**config.mk**
```make
export PLATFORM = sky130hd
export DESIGN_NAME = pf_ce_guard
export DESIGN_NICKNAME = d
export VERILOG_FILES = /design/src/rtl/pf_ce_guard.sv
export SDC_FILE = /design/constraint.sdc
export NUM_CORES = 1
export LEC_CHECK = 0
export BUFFER_PORTS_ARGS = -buffer_cell sky130_fd_sc_hd__buf_2
export CAP_MARGIN = 20
export CORE_ASPECT_RATIO = 1.25
export CORE_MARGIN = 2
export CORE_UTILIZATION = 36
export CTS_CLUSTER_DIAMETER = 150
export CTS_CLUSTER_SIZE = 30
export DETAILED_ROUTE_END_ITERATION = 10
export GPL_ROUTABILITY_DRIVEN = 0
export PLACE_DENSITY = 0.61
export SLEW_MARGIN = 20
export SYNTH_ARGS = -nofsm -noshare
export SYNTH_HDL_FRONTEND = slang
export SYNTH_SLANG_ARGS = --single-unit
```
**constraint.sdc**
```tcl
create_clock -name clk -period 2.4 [get_ports clk]
set_clock_uncertainty 0.15 [all_clocks]
set_input_delay 0.36 -clock clk [delete_from_list [all_inputs] [get_ports clk]]
set_output_delay 0.36 -clock clk [all_outputs]
set_load 0.1 [all_outputs]
```
**src/rtl/pf_ce_guard.sv**
```systemverilog
module pf_ce_guard #(
  parameter int GRACE_CYC = 375,
  parameter int RECOV_CYC = 375
) (
  input  logic       clk,
  input  logic       rst_n,
  input  logic       pwr_fail,
  input  logic [1:0] mode_sel,
  input  logic [1:0] bank_addr,
  input  logic [3:0] ce_in_n,
  output logic [3:0] ce_out_n
);
  localparam int NCH = 4;
  localparam int GW  = $clog2(GRACE_CYC + 1);
  localparam int RW  = $clog2(RECOV_CYC + 1);
  localparam int LW  = $clog2(GRACE_CYC + 3);

  typedef enum logic [1:0] {PASS, HOLD, SHUT} ch_st_t;

  logic          sync1, pf_s, pf_d;
  logic [RW-1:0] rec_cnt;
  logic [1:0]    mode_l;

  wire pwr_up = pf_d & ~pf_s;
  wire reopen = ~pf_s & (rec_cnt <= RW'(1));

  always_ff @(posedge clk or negedge rst_n)
    if (!rst_n) begin
      sync1 <= 1'b1;
      pf_s  <= 1'b1;
      pf_d  <= 1'b1;
    end else begin
      sync1 <= pwr_fail;
      pf_s  <= sync1;
      pf_d  <= pf_s;
    end

  always_ff @(posedge clk or negedge rst_n)
    if (!rst_n)              rec_cnt <= RW'(RECOV_CYC);
    else if (pf_s)           rec_cnt <= RW'(RECOV_CYC);
    else if (rec_cnt != '0)  rec_cnt <= rec_cnt - RW'(1);

  always_ff @(posedge clk or negedge rst_n)
    if (!rst_n)      mode_l <= 2'd0;
    else if (pwr_up) mode_l <= mode_sel;

  // checker-side counter: cycles of good power, saturating at the recovery length
  logic [RW-1:0] good_run;
  always_ff @(posedge clk or negedge rst_n)
    if (!rst_n)                        good_run <= '0;
    else if (pf_s)                     good_run <= '0;
    else if (good_run != RW'(RECOV_CYC)) good_run <= good_run + RW'(1);

  AST_SYNC_DELAY: assert property (@(posedge clk) disable iff (!rst_n)
    pwr_fail |-> ##2 pf_s);
  AST_MODE_FROZEN: assert property (@(posedge clk) disable iff (!rst_n)
    !pwr_up |=> $stable(mode_l));
  AST_PAIR_ONEHOT: assert property (@(posedge clk) disable iff (!rst_n)
    (mode_l == 2'd1) |-> ($onehot0(~ce_out_n[1:0]) && $onehot0(~ce_out_n[3:2])));
  AST_QUAD_ONEHOT: assert property (@(posedge clk) disable iff (!rst_n)
    mode_l[1] |-> $onehot0(~ce_out_n));

  for (genvar i = 0; i < NCH; i++) begin : g_ch
    localparam logic [1:0] IDX = 2'(i);
    localparam int         PAIR_IN = i / 2;

    ch_st_t        st;
    logic [GW-1:0] gcnt;
    logic          dec_n;

    always_comb
      case (mode_l)
        2'd0:    dec_n = ce_in_n[i];
        2'd1:    dec_n = ce_in_n[PAIR_IN] | (bank_addr[0] != IDX[0]);
        default: dec_n = ce_in_n[0] | (bank_addr != IDX);
      endcase

    always_ff @(posedge clk or negedge rst_n)
      if (!rst_n) begin
        st   <= SHUT;
        gcnt <= '0;
      end else
        case (st)
          PASS: if (pf_s) begin
                  st   <= dec_n ? SHUT : HOLD;
                  gcnt <= GW'(GRACE_CYC);
                end
          HOLD: if (dec_n || gcnt == GW'(1)) st <= SHUT;
                else gcnt <= gcnt - GW'(1);
          default: if (reopen) st <= PASS;
        endcase

    assign ce_out_n[i] = (st == SHUT) | dec_n;

    logic [LW-1:0] low_run;
    always_ff @(posedge clk or negedge rst_n)
      if (!rst_n) low_run <= '0;
      else if (ce_out_n[i] || !(pf_s || good_run < RW'(RECOV_CYC))) low_run <= '0;
      else if (low_run != LW'(GRACE_CYC + 2)) low_run <= low_run + LW'(1);

    AST_GRACE_LIMIT: assert property (@(posedge clk) disable iff (!rst_n)
      low_run <= LW'(GRACE_CYC + 1));
    AST_NO_REOPEN: assert property (@(posedge clk) disable iff (!rst_n)
      (pf_s && $past(pf_s) && $past(ce_out_n[i])) |-> ce_out_n[i]);
    AST_RECOV_BLOCK: assert property (@(posedge clk) disable iff (!rst_n)
      (good_run < RW'(RECOV_CYC) && $past(ce_out_n[i])) |-> ce_out_n[i]);
  end
endmodule

```
### Yosys cells after proc, flatten, opt, wreduce, memory -nomap -nowiden

Index checks and enable logic that the tools add are counted.

* logic and storage cells: 123
* input bits: 11
* register bits after elaboration: 58
* output and inout bits: 4

* eq/ne operators: 28
* multiplexer cells: 32
* bitwise operators: 16
* reductions and logical operators: 28
* add/subtract/negate cells: 5
* $lt $le $gt $ge: 1

Operator list (number)
* one-hot mux 9 bit (2 select lines): 4
* 2-to-1 mux 9 bit: 7
* subtractor 9 x 1 -> 9 bit, second input constant: 5
* equality test 9 x 1 -> 1 bit, second input constant: 4
* != test 2 bit, second input constant: 14
* 2-to-1 mux 2 bit: 13
* AND reduction 3 bit: 8
* one-hot mux 2 bit (2 select lines): 4
* OR 1 bit: 12
* nonzero test 2 bit: 6
* nonzero test 3 bit: 4
* equality test 2 x 1 -> 1 bit, second input constant: 5
* logical NOT 2 bit: 5
* <= comparator 9 x 1 -> 1 bit, second input constant: 1
* nonzero test 9 bit: 1
* equality test 2 bit, second input constant: 4
* one-hot mux 1 bit (2 select lines): 4
* logical OR 1 bit: 4
* AND 1 bit: 2
* != test 2 x 1 -> 1 bit, second input constant: 1
* NOT 1 bit: 2

### Logic depth before layout (Yosys ltp)

Gate-level depths: netlist of run 1.

* depth after elaboration: 6
* mapped depth: 8
* gate-level depth less buffers: 7

### Least setup slack after synthesis of run 1

OpenSTA, ideal clock, no wires.

* kind: flip-flop to output port
* from: register g_ch[3].st[1]
* to: output port ce_out_n[3]
* path buffers: 0
* cell stages (with the launch flop): 3
* required time: 1.890 ns
* data arrival time: 2.728 ns
* setup slack: -0.838 ns
* path through: dfstp_2 > inv_1 > o21ai_0

* longest elaborated chain between the ends: 2

Ends and longest elaborated chain
* from (decl): RTL line 67 `ch_st_t st;`
* from (signal assigned): RTL line 85 `st <= dec_n ? SHUT : HOLD;`
* equality test 2 bit: RTL line 93 `assign ce_out_n[i] = (st == SHUT) | dec_n;`
* OR 1 bit: RTL line 93
* to (decl): RTL line 11 `output logic [3:0] ce_out_n`

No other way between the ends.

### Final worst setup path of run 1

* from: register mode_l[1]
* to: output port ce_out_n[3]

* longest elaborated chain between the ends: 3
* elaborated cells on any way between the ends: 4
* those cells by class: 1 x eq/ne; 1 x mux; 1 x bitwise; 1 x reduce/logical

Ends and longest elaborated chain
* from (decl): RTL line 22 `logic [1:0] mode_l;`
* from (signal assigned): RTL line 45 `else if (pwr_up) mode_l <= mode_sel;`
* equality test 2 x 1 -> 1 bit / logical NOT 2 bit (equally long branches): RTL line 72 `case (mode_l)`
* one-hot mux 1 bit (2 select lines) (*): RTL line 72
* OR 1 bit (*): RTL line 93

Mark *: on every way between the ends. The rest lies on a longest branch, timed or not.

==> results.ini, run 1 <==
[floorplan]
die_area_sq_um=9530
io_pins=15
die_h_um=109
fp-row-count=38
start_util=0.367
chipWidth_um=87.7
core_sq_um=8610

[detailed_routing]
wl_per_cell_um=13.5
drt_iter0_drc=93
drc=0
via_count=2501
detail-route-antenna-nets=0
vias_per_cell=5.18
routed_wl_mm=6.51
dr.pass1.iters=6

[setup_path]
crit_path_end_kind=output port
cp_data_arrival_time_ps=1780
regToRegSetupSlack_ps=230
path_max_fanout=10
cp.required_ps=1890
worstRegToRegCells=8
worstSetupPathType=register to output port
start_kind=register

[grt]
grt_start_max_net_pins=22
antenna_found_initial=0
grt_first_pass_wirelength_mm=11.4
grtUsageTotal=0.153
grt_overflow=0
first_global_vias=2515

[finish]
layout-drive-gt1-share=0.207
final_common_cell=dfrtp_1
syn_to_final_growth_pct=18.4
final_area_sq_um=3740
final_cell_mix=44 x dfrtp_1, 27 x nor2_1, 21 x nand2_1
antenna_cells=0
fin_util=0.434
nets=380

[timing]
fmax_mhz=438
layout_setup_ws_ps=115
fin_crit_ps=2290
worstMarginPinSlew_ps=763
timing_hold_violations_final=0
slew_viol_final=0
rsz0062_at_grt=false
fin_hold_ws_ps=103
timing.final.crit_share=0.952
max_slew_margin=0.487
setup_viol=0

[power_and_ir_drop]
p_sw_mw=0.859
leakage_nw=1.54
irDropWorstVdd_mv=0.477
p_comb_frac=0.198
seqPwrFrac=0.458
p_int_mw=1.89
clock_power_share=0.344
power_density_nw_per_um2=736
switching_share=0.312
power_mw=2.75

[synth]
synth.largest_area_cell=dfrtp_1
synthDominantCellAreaShare=0.349
syn_area_per_cell_sq_um=9.80
synth_cell_types=52
synth.yosys.seq_area_share=0.466
synth_seq_cells=58
synth_edf_count=0
synth_warnings=0
netlist_area_sq_um=3150
synth_area_leaders=dfrtp_1 35%, dfstp_2 12%, ha_1 4.4%, nor2_1 3.2%, nor3_1 3.0%
synthArstFlopShare=1.00
ys.flop_type=dfrtp_1
syn-num-nets=344
synthCells=322

[clocking]
clock_latency_ps=350
cts_tree=done
cts_buffers=9
clk_pin_slew_ps=60
clkSinkCount=58
cts_buffer_depth=2
htreeDepth=3
cts_root_buf=clkbuf_8

[job]
maxCapViolations=0

[placed_design]
hpwl_mm=4.62
io_buffers=14
placed_area_sq_um=3490
place_ws_ps=243

[hold_path]
min_path_cells=2
hold_path_class=input port to register

[outcome]
status=completed

==> cells by family (layout without fill, tap and decap cells) <==
family | Yosys count | count (layout) | share of synthesized area
buffers and inverters | 28 | 69 | 0.0349
flip-flops | 58 | 58 | 0.466
AND/OR/NAND/NOR | 130 | 130 | 0.233
adder cells (fa/ha/maj) | 11 | 11 | 0.0436
AO/OA/AOI/OAI | 71 | 71 | 0.153
XOR/XNOR | 18 | 18 | 0.0500
multiplexers | 6 | 6 | 0.0198
==> through the flow <==
stage / TNS, ps / cells
after floorplan: -79.6 / 322
after global placement: 0 / 465
after CTS: 0 / 483
after detailed placement: 0 / 465
final: 0 / 483
after global routing: 0 / 483
==> power by group through the flow <==
stage               Clock [mW]  Combinational [mW]  Sequential, mW
detailed placement           0               0.541            1.27
floorplan                    0               0.400            1.23
finish                   0.946               0.544            1.26
global placement             0               0.528            1.27
global route              1.00               0.613            1.28
CTS                      0.973               0.547            1.26
==> worst max-delay path: stages (launching register included) <==
cell and delay, ps:
dfrtp_1 510, o21ba_2 210, a22oi_2 230, buf_4 180, o21ai_1 70, buf_4 230
==> flip-flops by register name, summed over array words and instances (netlist names) <==
register and cells:
g_ch.st 8, rec_cnt 9, pf_s 1, sync1 1, mode_l 2, pf_d 1, g_ch.gcnt 36
==> Yosys cell counts, types with 2 or more instances <==
master	instances
o21ai_0	12
xnor2_1	8
a311oi_1	4
and3_1	3
or3_1	5
a211oi_1	12
ha_1	11
mux2i_1	4
nor2_1	27
xor2_1	10
nand4_1	6
dfrtp_1	44
nor4b_1	5
nor4_1	6
nor3b_1	2
nand3b_1	3
nor3_1	19
clkbuf_1	5
nand3_1	8
nand2b_1	4
a21oi_1	13
mux2_2	2
inv_1	19
a31oi_1	11
nor2b_1	8
nand2_1	21
o21bai_1	2
a21o_1	6
dfstp_2	14
nand4b_1	2
and2_1	2
buf_2	4
==> repair_timing <==
| item | 4_1_cts | 5_1_grt |
|---|---|---|
| hold buffers | 2 | 0 |
| endpoints found under the hold margin | 19 | 0 |
| gates cloned | 0 | 0 |
| setup endpoints to repair | 2 | 3 |
| buffers inserted | 0 | 0 |
| pin swaps | 0 | 0 |
| resized for setup | 2 | 3 |
==> final cells by class <==
cell class / count / area [sq um]
Tap cell: 120 / 150
Multi-Input combinational cell: 236 / 1590
Clock buffer: 14 / 173
Inverter: 19 / 71.3
Fill cell: 840 / 4870
Timing Repair Buffer: 34 / 245
Clock inverter: 2 / 35.0
Sequential cell: 58 / 1470
==> final timing paths <==
path / startpoint / to
min: mode_sel[0] / mode_l[0]$_DFFE_PN0P_
max reg2reg: g_ch[3].gcnt[1]$_DFFE_PN0P_ / g_ch[3].gcnt[7]$_DFFE_PN0P_
min reg2reg: sync1$_DFF_PN1_ / pf_s$_DFF_PN1_
min in group asynchronous: rst_n / g_ch[1].gcnt[7]$_DFFE_PN0P_
max: mode_l[1]$_DFFE_PN0P_ / ce_out_n[3]
max in group asynchronous: rst_n / rec_cnt[0]$_DFFE_PN1P_
==> per-layer routing <==
layer  part of all wire  track usage  up-vias  wire, um
li1                   -            -     1250         -
met5                  0            0        -         0
met3              0.022       0.0235       13       141
met1               0.45        0.188     1206      2950
met4              0.028       0.0890        0       180
met2               0.50        0.252       32      3240
Power figures use the tool's default switching activity.
==> run 2: changes to the inputs <==
--- a/config.mk
+++ b/config.mk
@@ -14,6 +14,7 @@
 export CTS_CLUSTER_SIZE = 30
 export DETAILED_ROUTE_END_ITERATION = 10
 export GPL_ROUTABILITY_DRIVEN = 0
+export MAX_ROUTING_LAYER = met4
 export PLACE_DENSITY = 0.61
 export SLEW_MARGIN = 20
 export SYNTH_ARGS = -nofsm -noshare
==> results.ini, run 2 (synthesis gave the netlist of run 1 again) <==
[placed_design]
hpwl_mm=4.62  ; unchanged
place_ws_ps=243  ; unchanged
io_buffers=14  ; unchanged

[detailed_routing]
vias_per_cell=5.15  ; -0.56%
routed_wl_mm=6.49  ; -0.20%
drt_iter0_drc=105  ; +13%
drc=0  ; unchanged
via_count=2487  ; -0.56%
wl_per_cell_um=13.4  ; -0.20%
dr.pass1.iters=5  ; -1
detail-route-antenna-nets=0  ; unchanged

[finish]
antenna_cells=0  ; unchanged
final_common_cell=dfrtp_1
top_register=g_ch.gcnt
biggestRegsByFlops=g_ch.gcnt: 36 flops, rec_cnt: 9 flops, g_ch.st: 8 flops
syn_to_final_growth_pct=18.4  ; unchanged
ff_latch_area_sq_um=1470  ; unchanged
largest_reg_flops=36  ; unchanged
multiInputGateArea_sq_um=1590  ; unchanged
n_fill_cell=840  ; unchanged
nets=380  ; unchanged
final_cell_mix=44 x dfrtp_1, 27 x nor2_1, 21 x nand2_1
layout-drive-gt1-share=0.207  ; unchanged

[setup_path]
cp.required_ps=1890  ; about the same
cp_slowest_cell=dfrtp_1
path_max_fanout=10  ; unchanged
start_kind=register
worstSetupPathType=register to output port
slowest_delay_ps=510  ; about the same
cp_data_arrival_time_ps=1770  ; about the same
cpMostUsedCell=buf_4
crit_chain=o21ba_2 > a22oi_2 > buf_4 > o21ai_1 > buf_4
crit_path_end_kind=output port

[job]
maxCapViolations=0  ; unchanged

[clocking]
cts_tree=done
clk_pin_slew_ps=60  ; about the same
clock_latency_ps=350  ; about the same
cts_buffers=9  ; unchanged
cts_buffer_depth=2  ; unchanged
htreeDepth=3  ; unchanged
clkSinkCount=58  ; unchanged
cts_root_buf=clkbuf_8

[grt]
grt.met2_usage=0.251  ; -0.000541
grtUsageTotal=0.158  ; +0.00470
globalRouteMet3Util=0.0235  ; unchanged
antenna_found_initial=0  ; unchanged
grt_first_pass_wirelength_mm=11.4  ; about the same
grtUsageMet1=0.190  ; +0.00145
grt_overflow=0  ; unchanged
top_usage_layer=met2
first_global_vias=2507  ; -0.32%
grt_start_max_net_pins=22  ; unchanged

[timing]
slew_viol_final=0  ; unchanged
timing.final.crit_share=0.950  ; -0.00170
max_slew_margin=0.492  ; +0.00521
fin_crit_ps=2280  ; -4.08 ps
fmax_mhz=438  ; +0.18%
layout_setup_ws_ps=119  ; +4.08 ps
worstMarginPinSlew_ps=755  ; -7.76 ps
rsz0062_at_grt=false
timing_hold_violations_final=0  ; unchanged
setup_viol=0  ; unchanged
tns_ps=0  ; unchanged

[floorplan]
die_area_sq_um=9530  ; unchanged
chipWidth_um=87.7  ; unchanged
core_sq_um=8610  ; unchanged
fp-row-count=38  ; unchanged
die_h_um=109  ; unchanged
io_pins=15  ; unchanged
start_util=0.367  ; unchanged

[power_and_ir_drop]
power_density_nw_per_um2=737  ; about the same
leakage_nw=1.54  ; unchanged
irDropWorstVdd_mv=0.480  ; +0.63%

[outcome]
status=completed

[hold_path]
hold_path_class=input port to register

run 2: cell counts in the layout (fill, tap and decap cells not counted):
Identical to the previous run, type by type.
run 2: path summary, 6_finish.rpt:
check,start,end,slack [ps],cells after the start
setup / recovery,mode_l[1]$_DFFE_PN0P_,ce_out_n[3],120,5
hold / removal,mode_sel[0],mode_l[0]$_DFFE_PN0P_,100,2
setup reg to reg,g_ch[3].gcnt[1]$_DFFE_PN0P_,g_ch[3].gcnt[7]$_DFFE_PN0P_,230,8
hold reg to reg,sync1$_DFF_PN1_,pf_s$_DFF_PN1_,210,0
max in group asynchronous,rst_n,rec_cnt[0]$_DFFE_PN1P_,1030,3
min in group asynchronous,rst_n,g_ch[1].gcnt[7]$_DFFE_PN0P_,370,2
run 2: cell type report:
type	count	share of cell area
clock buffers	14	0.0462
clock inverters	2	0.00938
inverters	19	0.0191
multi-input cells	236	0.426
flip-flops and latches	58	0.393
well taps	120	0.0402
repair buffers	34	0.0656
run 2: repair_timing:
action,4_1_cts,5_1_grt
hold endpoints to repair,19,0
buffers inserted,0,0
endpoints found under the setup margin,2,3
hold buffers,2,0
resized for setup,2,3
run 2: critical path, delay by kind of cell, from the launching register on:
family,cells,cell delay (ps)
DFF,1,510
AOI/OAI and AO/OA,3,500
buffers and inverters,2,410
run 2: where the power goes:
part	switching (mW)	internal, mW
sequential	0.148	1.11
combinational	0.328	0.216
clock	0.386	0.564
total	0.862	1.89
run 2: metrics by stage:
| step | util | total power [mW] | cells | area (sq um) | hold slack (ps) |
|---|---|---|---|---|---|
| floorplan | - | 1.63 | 322 | 3160 | -85.6 |
| global placement | 0.406 | 1.80 | 465 | 3490 | 192 |
| detailed placement | 0.406 | 1.81 | 465 | 3490 | 196 |
| CTS | 0.433 | 2.78 | 483 | 3730 | 91.3 |
| global route | 0.434 | 2.90 | 483 | 3740 | 95.9 |
| finish | 0.434 | 2.75 | 483 | 3740 | 101 |
run 2: per-layer routing:
metal / up-vias / wire length, um
li1: 1249 / -
met1: 1187 / 2960
met2: 38 / 3190
met3: 13 / 160
met4: 0 / 181
met5: - / 0
==> run 3: changes to the inputs <==
==> constraint.sdc (replaced) <==
create_clock -name clk -period 2.2 [get_ports clk]
set_clock_uncertainty 0.15 [all_clocks]
set_input_delay 0.33 -clock clk [delete_from_list [all_inputs] [get_ports clk]]
set_output_delay 0.33 -clock clk [all_outputs]
set_load 0.1 [all_outputs]
==> results.ini, run 3 (synthesis gave the netlist of run 1 again) <==
[timing]
setup_viol=0  ; unchanged
slew_viol_final=0  ; unchanged
max_slew_margin=0.645  ; +0.152
fin_crit_ps=2120
rsz0062_at_grt=true
layout_setup_ws_ps=83.3  ; -35.6 ps
timing.final.crit_share=0.962
tns_ps=0  ; unchanged
worstMarginPinSlew_ps=529  ; -226 ps
fin_hold_ws_ps=79.3  ; -22.1 ps
timing_hold_violations_final=0  ; unchanged
fmax_mhz=472

[floorplan]
io_pins=15  ; unchanged
chipWidth_um=87.7  ; unchanged
fp-row-count=38  ; unchanged
core_sq_um=8610  ; unchanged
die_area_sq_um=9530  ; unchanged
start_util=0.367  ; unchanged
die_h_um=109  ; unchanged

[job]
maxCapViolations=0  ; unchanged

[setup_path]
cp_data_arrival_time_ps=1640  ; -130 ps
cp.required_ps=1720  ; -170 ps
start_kind=register
worstSetupPathType=register to output port
path_max_fanout=6  ; -4
crit_path_end_kind=output port

[clocking]
cts_tree=done
cts_root_buf=clkbuf_8
clkSinkCount=58  ; unchanged
clk_pin_slew_ps=60  ; about the same
cts_buffer_depth=2  ; unchanged
htreeDepth=3  ; unchanged
cts_buffers=9  ; unchanged
clock_latency_ps=340  ; about the same

[power_and_ir_drop]
leakage_nw=1.59  ; +3.4%
irDropWorstVdd_mv=0.558  ; +16%
power_density_nw_per_um2=761  ; +3.3%
power_mw=2.94  ; +6.7%

[detailed_routing]
detail-route-antenna-nets=0  ; unchanged
wl_per_cell_um=13.3  ; -0.93%
routed_wl_mm=6.57  ; +1.1%
via_count=2540  ; +2.1%
dr.pass1.iters=4  ; -1
drc=0  ; unchanged
vias_per_cell=5.15  ; about the same
drt_iter0_drc=174  ; +66%

[outcome]
status=completed

[finish]
final_area_sq_um=3860  ; +3.3%
multiInputGateArea_sq_um=1630  ; +2.5%
top_register=g_ch.gcnt
biggestRegsByFlops=g_ch.gcnt: 36 flops, rec_cnt: 9 flops, g_ch.st: 8 flops
ff_latch_area_sq_um=1470  ; about the same
final_common_cell=dfrtp_1
antenna_cells=0  ; unchanged
largest_reg_flops=36  ; unchanged
final_cell_mix=43 x dfrtp_1, 28 x buf_4, 27 x nor2_1
fin_util=0.448  ; +0.0142
syn_to_final_growth_pct=22.3
n_fill_cell=832  ; -0.95%
stdcell_count=493  ; +2.1%
nets=390  ; +2.6%
layout-drive-gt1-share=0.249  ; +0.0427

[grt]
grt_first_pass_wirelength_mm=11.7  ; +2.7%
top_usage_layer=met2
grtUsageTotal=0.161  ; +0.00368
grtUsageMet1=0.203  ; +0.0134
first_global_vias=2600  ; +3.7%
grt_start_max_net_pins=59  ; +170%
grt_overflow=0  ; unchanged
grt.met2_usage=0.250  ; -0.00108
antenna_found_initial=0  ; unchanged
globalRouteMet3Util=0.0303  ; +0.00681

[placed_design]
io_buffers=14  ; unchanged
place_ws_ps=56.3  ; -187 ps
place_inst=471  ; +1.3%
hpwl_mm=4.56  ; -1.4%
placed_area_sq_um=3570  ; +2.1%

[hold_path]
hold_path_class=input port to register

-- run 3: cell count changes in the layout (fill, tap and decap cells not counted), sizes merged --
cell / delta
clkinv: +1
buf: +10
bufinv: -1
-- run 3: final cells by class --
cell class / instances / area share
inverter: 19 / 0.0185
multi-input combinational: 236 / 0.423
sequential: 58 / 0.381
clock inverter: 2 / 0.00259
timing repair buffer: 44 / 0.0911
clock buffer: 14 / 0.0447
tap: 120 / 0.0389
-- run 3: critical path, stage by stage, from the launching register on --
cell and delay (ps):
dfrtp_1 370, buf_4 150, o21ba_2 230, a22oi_2 80, buf_4 160, o21ai_2 70, buf_6 240
-- run 3: where the power goes --
part / total, mW / internal [mW] / switching (mW)
Clock: 0.900 / 0.498 / 0.402
Combinational: 0.673 / 0.283 / 0.390
Sequential: 1.36 / 1.21 / 0.151
-- run 3: final timing paths --
| check | start | endpoint | slack [ps] | cells past startpoint |
|---|---|---|---|---|
| setup / recovery | mode_l[1]$_DFFE_PN0P_ | ce_out_n[3] | 80 | 6 |
| hold / removal | mode_sel[0] | mode_l[0]$_DFFE_PN0P_ | 80 | 2 |
| setup reg to reg | g_ch[3].gcnt[1]$_DFFE_PN0P_ | g_ch[3].gcnt[6]$_DFFE_PN0P_ | 100 | 7 |
| hold reg to reg | sync1$_DFF_PN1_ | pf_s$_DFF_PN1_ | 210 | 0 |
| max in group asynchronous | rst_n | g_ch[0].st[1]$_DFFE_PN1P_ | 1210 | 3 |
| min in group asynchronous | rst_n | g_ch[2].gcnt[7]$_DFFE_PN0P_ | 360 | 3 |
-- run 3: routing by layer --
metal | part of all wire | vias to the layer above
met4 | 0.022 | 0
li1 | - | 1266
met1 | 0.46 | 1226
met2 | 0.50 | 37
met5 | 0 | -
met3 | 0.019 | 11
-- run 3: repair_timing --
action / in CTS / in global routing
setup buffers: 2 / 2
hold buffers: 2 / 0
endpoints found under the hold margin: 45 / 0
setup endpoints to repair: 3 / 16
gates resized for setup: 5 / 11
pin swaps: 1 / 6
